--- src/rtl/sram_share_pkg.sv ---
package sram_share_pkg;
  typedef enum logic [1:0] {
    KIND_FETCH = 2'd0,
    KIND_READ  = 2'd1,
    KIND_WRITE = 2'd2,
    KIND_RSVD  = 2'd3
  } acc_kind_e;

  localparam logic [2:0] REG_OWNER    = 3'd0;
  localparam logic [2:0] REG_NOFETCH  = 3'd1;
  localparam logic [2:0] REG_NODMAW   = 3'd2;
  localparam logic [2:0] REG_LOCKOWN  = 3'd3;
  localparam logic [2:0] REG_LOCKPROT = 3'd4;
  localparam logic [2:0] REG_COMMIT   = 3'd5;
endpackage

--- src/rtl/sram_cfg_regs.sv ---
module sram_cfg_regs #(
  parameter int NBLK = 8
) (
  input  logic            clk,
  input  logic            rst_n,
  input  logic            we,
  input  logic            src,
  input  logic [2:0]      waddr,
  input  logic [NBLK-1:0] wdata,
  input  logic [2:0]      raddr,
  output logic [NBLK-1:0] rdata,
  output logic [NBLK-1:0] owner_q,
  output logic [NBLK-1:0] nofetch_q,
  output logic [NBLK-1:0] nodmaw_q,
  output logic [NBLK-1:0] lockown_q,
  output logic [NBLK-1:0] lockprot_q,
  output logic [NBLK-1:0] commit_q
);
  import sram_share_pkg::*;

  always_ff @(posedge clk or negedge rst_n) begin
    if (!rst_n) begin
      owner_q    <= '0;
      nofetch_q  <= '0;
      nodmaw_q   <= '0;
      lockown_q  <= '0;
      lockprot_q <= '0;
      commit_q   <= '0;
    end else if (we) begin
      for (int i = 0; i < NBLK; i++) begin
        if (!commit_q[i]) begin
          case (waddr)
            REG_OWNER:    if (!src && !lockown_q[i]) owner_q[i] <= wdata[i];
            REG_NOFETCH:  if (!lockprot_q[i]) nofetch_q[i] <= wdata[i];
            REG_NODMAW:   if (!lockprot_q[i]) nodmaw_q[i] <= wdata[i];
            REG_LOCKOWN:  lockown_q[i] <= wdata[i];
            REG_LOCKPROT: lockprot_q[i] <= wdata[i];
            default: ;
          endcase
        end
        if (waddr == REG_COMMIT && wdata[i]) commit_q[i] <= 1'b1;
      end
    end
  end

  always_comb begin
    case (raddr)
      REG_OWNER:    rdata = owner_q;
      REG_NOFETCH:  rdata = nofetch_q;
      REG_NODMAW:   rdata = nodmaw_q;
      REG_LOCKOWN:  rdata = lockown_q;
      REG_LOCKPROT: rdata = lockprot_q;
      REG_COMMIT:   rdata = commit_q;
      default:      rdata = '0;
    endcase
  end
endmodule

--- src/rtl/sram_perm_check.sv ---
module sram_perm_check #(
  parameter int NBLK = 8,
  localparam int BW  = (NBLK > 1) ? $clog2(NBLK) : 1
) (
  input  logic [1:0]      port,
  input  logic [BW-1:0]   blk,
  input  logic [1:0]      kind,
  input  logic [NBLK-1:0] owner,
  input  logic [NBLK-1:0] nofetch,
  input  logic [NBLK-1:0] nodmaw,
  output logic            allow
);
  import sram_share_pkg::*;

  logic in_range, is_dma, mine;

  assign in_range = (32'(blk) < NBLK);
  assign is_dma   = port[0];
  assign mine     = in_range && (owner[blk] == port[1]);

  always_comb begin
    allow = 1'b0;
    if (in_range) begin
      case (acc_kind_e'(kind))
        KIND_FETCH: allow = mine && !is_dma && !nofetch[blk];
        KIND_READ:  allow = 1'b1;
        KIND_WRITE: allow = mine && (!is_dma || !nodmaw[blk]);
        default:    allow = 1'b0;
      endcase
    end
  end
endmodule

--- src/rtl/sram_viol_track.sv ---
module sram_viol_track #(
  parameter int BW = 3
) (
  input  logic          clk,
  input  logic          rst_n,
  input  logic          deny,
  input  logic [1:0]    port,
  input  logic [BW-1:0] blk,
  output logic          viol_valid,
  output logic [1:0]    viol_port,
  output logic [BW-1:0] viol_blk
);
  always_ff @(posedge clk or negedge rst_n) begin
    if (!rst_n) begin
      viol_valid <= 1'b0;
      viol_port  <= '0;
      viol_blk   <= '0;
    end else begin
      viol_valid <= deny;
      if (deny) begin
        viol_port <= port;
        viol_blk  <= blk;
      end
    end
  end
endmodule

--- src/rtl/sram_share_ctrl.sv ---
module sram_share_ctrl #(
  parameter int NBLK = 8,
  localparam int BW  = (NBLK > 1) ? $clog2(NBLK) : 1
) (
  input  logic            clk,
  input  logic            rst_n,
  input  logic            req_valid,
  output logic            req_ready,
  input  logic [1:0]      req_port,
  input  logic [BW-1:0]   req_blk,
  input  logic [1:0]      req_kind,
  output logic            ram_valid,
  input  logic            ram_ready,
  output logic [1:0]      ram_port,
  output logic [BW-1:0]   ram_blk,
  output logic [1:0]      ram_kind,
  output logic            viol_valid,
  output logic [1:0]      viol_port,
  output logic [BW-1:0]   viol_blk,
  input  logic            cfg_we,
  input  logic            cfg_src,
  input  logic [2:0]      cfg_waddr,
  input  logic [NBLK-1:0] cfg_wdata,
  input  logic [2:0]      cfg_raddr,
  output logic [NBLK-1:0] cfg_rdata
);
  logic [NBLK-1:0] owner_q, nofetch_q, nodmaw_q, lockown_q, lockprot_q, commit_q;
  logic allow, deny;

  sram_cfg_regs #(.NBLK(NBLK)) u_regs (
    .clk(clk), .rst_n(rst_n), .we(cfg_we), .src(cfg_src),
    .waddr(cfg_waddr), .wdata(cfg_wdata), .raddr(cfg_raddr), .rdata(cfg_rdata),
    .owner_q(owner_q), .nofetch_q(nofetch_q), .nodmaw_q(nodmaw_q),
    .lockown_q(lockown_q), .lockprot_q(lockprot_q), .commit_q(commit_q)
  );

  sram_perm_check #(.NBLK(NBLK)) u_perm (
    .port(req_port), .blk(req_blk), .kind(req_kind),
    .owner(owner_q), .nofetch(nofetch_q), .nodmaw(nodmaw_q), .allow(allow)
  );

  assign deny      = req_valid && !allow;
  assign ram_valid = req_valid && allow;
  assign req_ready = allow ? ram_ready : 1'b1;
  assign ram_port  = req_port;
  assign ram_blk   = req_blk;
  assign ram_kind  = req_kind;

  sram_viol_track #(.BW(BW)) u_viol (
    .clk(clk), .rst_n(rst_n), .deny(deny), .port(req_port), .blk(req_blk),
    .viol_valid(viol_valid), .viol_port(viol_port), .viol_blk(viol_blk)
  );
endmodule

--- config.mk ---
export PLATFORM = sky130hd
export DESIGN_NAME = sram_share_ctrl
export DESIGN_NICKNAME = d
export VERILOG_FILES = /design/src/rtl/sram_share_pkg.sv /design/src/rtl/sram_cfg_regs.sv /design/src/rtl/sram_perm_check.sv /design/src/rtl/sram_viol_track.sv /design/src/rtl/sram_share_ctrl.sv
export SDC_FILE = /design/constraint.sdc
export NUM_CORES = 1
export LEC_CHECK = 0
export BUFFER_PORTS_ARGS = -buffer_cell sky130_fd_sc_hd__buf_2
export CORE_UTILIZATION = 50
export DETAILED_ROUTE_END_ITERATION = 12
export HOLD_SLACK_MARGIN = 0.05
export PLACE_DENSITY = 0.8
export SYNTH_ARGS = -nofsm -noshare
export SYNTH_HDL_FRONTEND = slang
export SYNTH_SLANG_ARGS = --single-unit
--- constraint.sdc ---
create_clock -name clk -period 6.1 [get_ports clk]
set_input_delay 0.915 -clock clk [delete_from_list [all_inputs] [get_ports clk]]
set_output_delay 0.915 -clock clk [all_outputs]
set_load 0.01 [all_outputs]
==> summary.md <==
| Metric | Value |
|---|---|
| Result of the run | `finished clean` |
| Die Area | `~6300 um2` |
| Post-Synthesis Net Count | `300` |
| Multiplexer fraction of the synthesized cell area | `0.2649` |
| Wire length of the first global-routing pass | `approximately 11 mm` |
| Met3 Track Usage GR | `0.03908` |
| GRT Max-Usage Layer | `met2` |
| Area Overhead vs Synth | `12.24%` |
| Starting DRT DRC Count | `about 170` |
| #FFs+latches synth | `between 50 and 60` |
| Initial Util | `0.5306` |
| Worst setup path startpoint | `req_blk[0]` |
| Initial DRT Pass Iterations | `4` |
| Number of non-filler instances in the completed layout | `just under 400` |
| Per-cell routed wire length | `17.39 um` |
| Transition time of the tightest slew-check pin | `roughly 700 ps` |
| Distinct cells, synth | `37` |
| Total clock buffers created by CTS | `5` |
| GR Util All Layers | `0.2284` |
| Main combinational cell family by area after synthesis | `multiplexers` |
| Share of synthesized cell area in full adder, half adder and majority cells | `0` |
| Simple-gate share of the synthesized area | `0.1371` |
| Max Clk Rate | `0.2774 GHz` |
| Hold-fix buffers, CTS | `0` |
| Clock power frac | `0.216` |
| Launch instance of the worst register-to-register path | `u_regs.owner_q[3]` |
| Clock Sinks | `54` |
| Unrepaired setup endpoints after global routing | `false` |
| Required time of the critical path | `between 5000 and 6000 ps` |
| Met1 Usage GRT | `0.3202` |
| Worst-Skew Late Latency | `approximately 310 ps` |
| Antenna violations before repair | `0` |
| Mean number of vias per cell | `5.904` |
| Beginning of the worst hold path | `u_viol.viol_port[0]` |
| Fill cell instance count of the final layout | `469` |
| Max-Slew Margin vs Limit | `0.5287` |
| Sw Share | `0.3126` |
| Number of flops mapped to enable cells by yosys | `0` |
| Number of global-route vias before repair | `~2200` |
| Number of buffers inserted by post-CTS setup repair | `0` |
| Sequential Power Share | `0.517` |
| Total overflow reported by the global router | `0` |
| Clock slew at the register clock pins of the worst setup and hold paths | `around 90 ps` |
| Mean post-synth cell area | `roughly 11 um2` |
| Post-route minimum period | `about 3600 ps` |
| Total instance count after detailed placement | `around 380` |
| Final nets | `341` |
| Post-synthesis instance total | `around 270` |
| Xor and xnor area share after synthesis | `0` |
| Number of cell rows | `27` |
| Top FF cell, synth | `sky130_fd_sc_hd__dfrtp_1` |
| I/O Pins | `50` |
| Setup skew after layout | `around 6.5 ps` |
| Buffers on Ports | `a little under 50` |
| Static leakage | `approximately 1.5 nW` |
| Warning count from the yosys run | `0` |
| Crit. End Element | `primary output` |
| Final number of max-transition violations | `0` |
| CP max FO | `11` |
| Cell Int Power | `around 760 uW` |
| Count of nets left with antenna violations after detail routing | `0` |
| Bufs on Longest Clock Path | `2` |
| Net switching power of the design | `~340 uW` |
| Sum of negative setup slack | `0 ps` |
| Placed wire-length estimate after detailed placement | `between 4 and 5 mm` |
| Synth async-reset ratio | `1.000` |
| Class of the worst hold path | `reg2reg` |
| Die Height | `79.14 um` |
| Final Hold Fails | `0` |
| Synthesized cell area | `slightly below 3000 um2` |
| Synth Area in Compound Gates | `0.1043` |
| Width of the die | `roughly 79 um` |
| Maximum resistive drop on vdd | `0.2170 mV` |
| Data arrival time of the critical path | `~2700 ps` |
| Max Cap Viol | `0` |
| TritonCTS clock tree | `done` |
| Crit path kind | `in2out` |
| Total via count in the routed design | `about 2300` |
| Pwr per Cell Area | `around 330 nW/um2` |
| Final worst-path cycle share | `0.5911` |
| Final WL | `about 6.7 mm` |
| Number of endpoints failing setup at the final stage | `0` |
| Fraction of final layout cells with drive strength greater than 1 | `0.3587` |
| Clock H-tree levels | `2` |
| Placeable core region | `5608 um2` |
| Diodes inserted | `0` |
| Final weighted congestion of routability-driven global placement | `roughly 0.8` |
| Clock root buffer master | `sky130_fd_sc_hd__clkbuf_8` |
| DRC | `0` |
| Maximum number of pins on one net before global-route repair | `55` |
| Met2 demand-to-capacity share in global routing | `0.3569` |
| Part of the Yosys area used for sequential elements | `0.4542` |
| CP startpoint kind | `primary input` |
| Post-CTS Resized | `0` |
| Part of the total power dissipated in combinational logic | `0.267` |
[per-stage QoR]
step	total power, mW	area (um2)	worst slack [ps]	util	hold slack [ps]
after global routing	1.163	3339	2412	0.5955	531.3
after detailed placement	0.8719	3231	2468	0.5761	491.1
final	1.102	3339	2495	0.5955	515.2
after CTS	1.107	3339	2468	0.5955	513.2
after global placement	0.8535	3231	2531	0.5761	486.8
after floorplan	0.7633	2975	2758	-	472.2
[worst paths after layout]
check	to	slack, ps	cells after the start
max	req_ready	2490	7
max in group asynchronous	u_regs.nofetch_q[1]	4890	2
min	u_viol.viol_port[0]	520	1
min in group asynchronous	u_regs.lockown_q[6]	710	2
max reg2reg	u_viol.viol_blk[0]	4050	5
min reg2reg	u_viol.viol_port[0]	520	1
[cell usage in the layout, fill, tap and decap left out]
cell / Yosys / final
sky130_fd_sc_hd__dfrtp_1: 54 / 54
sky130_fd_sc_hd__mux2_2: 49 / 49
sky130_fd_sc_hd__buf_2: 0 / 49
sky130_fd_sc_hd__nor2_1: 40 / 40
sky130_fd_sc_hd__nand2_1: 19 / 19
sky130_fd_sc_hd__mux2i_1: 15 / 15
sky130_fd_sc_hd__nor3_1: 9 / 9
sky130_fd_sc_hd__a21oi_1: 8 / 8
sky130_fd_sc_hd__a21o_1: 8 / 8
sky130_fd_sc_hd__nor2b_1: 6 / 6
sky130_fd_sc_hd__a22oi_1: 6 / 6
sky130_fd_sc_hd__nor3b_1: 6 / 6
sky130_fd_sc_hd__a31oi_1: 5 / 5
sky130_fd_sc_hd__clkbuf_8: 0 / 5
sky130_fd_sc_hd__buf_4: 8 / 4
sky130_fd_sc_hd__o22ai_1: 3 / 3
sky130_fd_sc_hd__a211oi_1: 3 / 3
sky130_fd_sc_hd__o21ai_0: 2 / 2
sky130_fd_sc_hd__mux4_1: 2 / 2
sky130_fd_sc_hd__nand3_1: 2 / 2
sky130_fd_sc_hd__inv_1: 2 / 2
sky130_fd_sc_hd__or3_1: 2 / 2
sky130_fd_sc_hd__clkinv_2: 0 / 2
sky130_fd_sc_hd__mux4_2: 1 / 1
sky130_fd_sc_hd__a2111oi_0: 1 / 1
sky130_fd_sc_hd__o41ai_1: 1 / 1
sky130_fd_sc_hd__o21ai_4: 1 / 1
sky130_fd_sc_hd__nand3b_1: 1 / 1
sky130_fd_sc_hd__a311o_1: 1 / 1
sky130_fd_sc_hd__nand4_1: 1 / 1
sky130_fd_sc_hd__o41a_1: 1 / 1
sky130_fd_sc_hd__a41oi_4: 1 / 1
sky130_fd_sc_hd__nand4b_1: 1 / 1
sky130_fd_sc_hd__nand2b_1: 1 / 1
sky130_fd_sc_hd__or4_1: 1 / 1
sky130_fd_sc_hd__mux2_1: 1 / 1
sky130_fd_sc_hd__bufinv_16: 0 / 1
[cell families (layout without fill, tap and decap cells)]
| logic type | count (synthesis) | count (layout) |
|---|---|---|
| and+or+nand+nor | 89 | 89 |
| muxes | 68 | 68 |
| DFF | 54 | 54 |
| AOI/OAI and AO/OA | 41 | 41 |
| buffers and inverters | 21 | 63 |
[synthesized netlist by cell type, types with 2 or more instances]
| cell type | count | area share |
|---|---|---|
| sky130_fd_sc_hd__mux4_1 | 2 | 0.018 |
| sky130_fd_sc_hd__clkbuf_1 | 8 | 0.010 |
| sky130_fd_sc_hd__mux2i_1 | 15 | 0.050 |
| sky130_fd_sc_hd__inv_1 | 2 | 0.0025 |
| sky130_fd_sc_hd__o21ai_0 | 2 | 0.0034 |
| sky130_fd_sc_hd__nand2_1 | 19 | 0.024 |
| sky130_fd_sc_hd__nor2_1 | 40 | 0.050 |
| sky130_fd_sc_hd__mux2_2 | 49 | 0.19 |
| sky130_fd_sc_hd__a211oi_1 | 3 | 0.0076 |
| sky130_fd_sc_hd__a21oi_1 | 8 | 0.013 |
| sky130_fd_sc_hd__nor3_1 | 9 | 0.015 |
| sky130_fd_sc_hd__o22ai_1 | 3 | 0.0063 |
| sky130_fd_sc_hd__nor3b_1 | 6 | 0.015 |
| sky130_fd_sc_hd__a22oi_1 | 6 | 0.015 |
| sky130_fd_sc_hd__buf_4 | 8 | 0.020 |
| sky130_fd_sc_hd__a31oi_1 | 5 | 0.011 |
| sky130_fd_sc_hd__nand3_1 | 2 | 0.0034 |
| sky130_fd_sc_hd__or3_1 | 2 | 0.0042 |
| sky130_fd_sc_hd__nor2b_1 | 6 | 0.013 |
| sky130_fd_sc_hd__dfrtp_1 | 54 | 0.45 |
| sky130_fd_sc_hd__a21o_1 | 8 | 0.020 |
[registers in the layout, summed over array words and instances, names as in the netlist]
register,count
u_regs.lockprot_q,8
u_viol.viol_port,2
u_viol.viol_blk,3
u_viol.viol_valid,1
u_regs.commit_q,8
u_regs.nodmaw_q,8
u_regs.owner_q,8
u_regs.nofetch_q,8
u_regs.lockown_q,8
[power by group through the flow]
stage	sequential [mW]	combinational, mW	clock [mW]
floorplan	0.543	0.220	0
CTS	0.568	0.297	0.242
global route	0.584	0.326	0.254
global placement	0.570	0.284	0
detailed placement	0.576	0.296	0
finish	0.570	0.295	0.238
[worst max-delay path: stages]
cell and delay, ps:
sky130_fd_sc_hd__buf_2 200, sky130_fd_sc_hd__mux4_1 590, sky130_fd_sc_hd__mux2_2 300, sky130_fd_sc_hd__o21ai_4 150
sky130_fd_sc_hd__nand3_1 100, sky130_fd_sc_hd__or3_1 300, sky130_fd_sc_hd__buf_2 140
[cell type report]
type | instances | area, um2 | share of cell area
Clock buffer | 5 | 68.82 | 0.02061
Clock inverter | 3 | 40.04 | 0.01199
Timing Repair Buffer | 53 | 275.3 | 0.08243
Multi-Input combinational cell | 198 | 1506 | 0.4511
Tap cell | 72 | 90.09 | 0.02698
Sequential cell | 54 | 1351 | 0.4046
Inverter | 2 | 7.507 | 0.002248
[metal layers]
metal	vias up	part of all wire
met4	0	0.013
met1	1126	0.46
met3	8	0.051
met2	84	0.48
li1	1067	-
met5	-	0
Note: power is estimated with default switching activity, not from simulation.
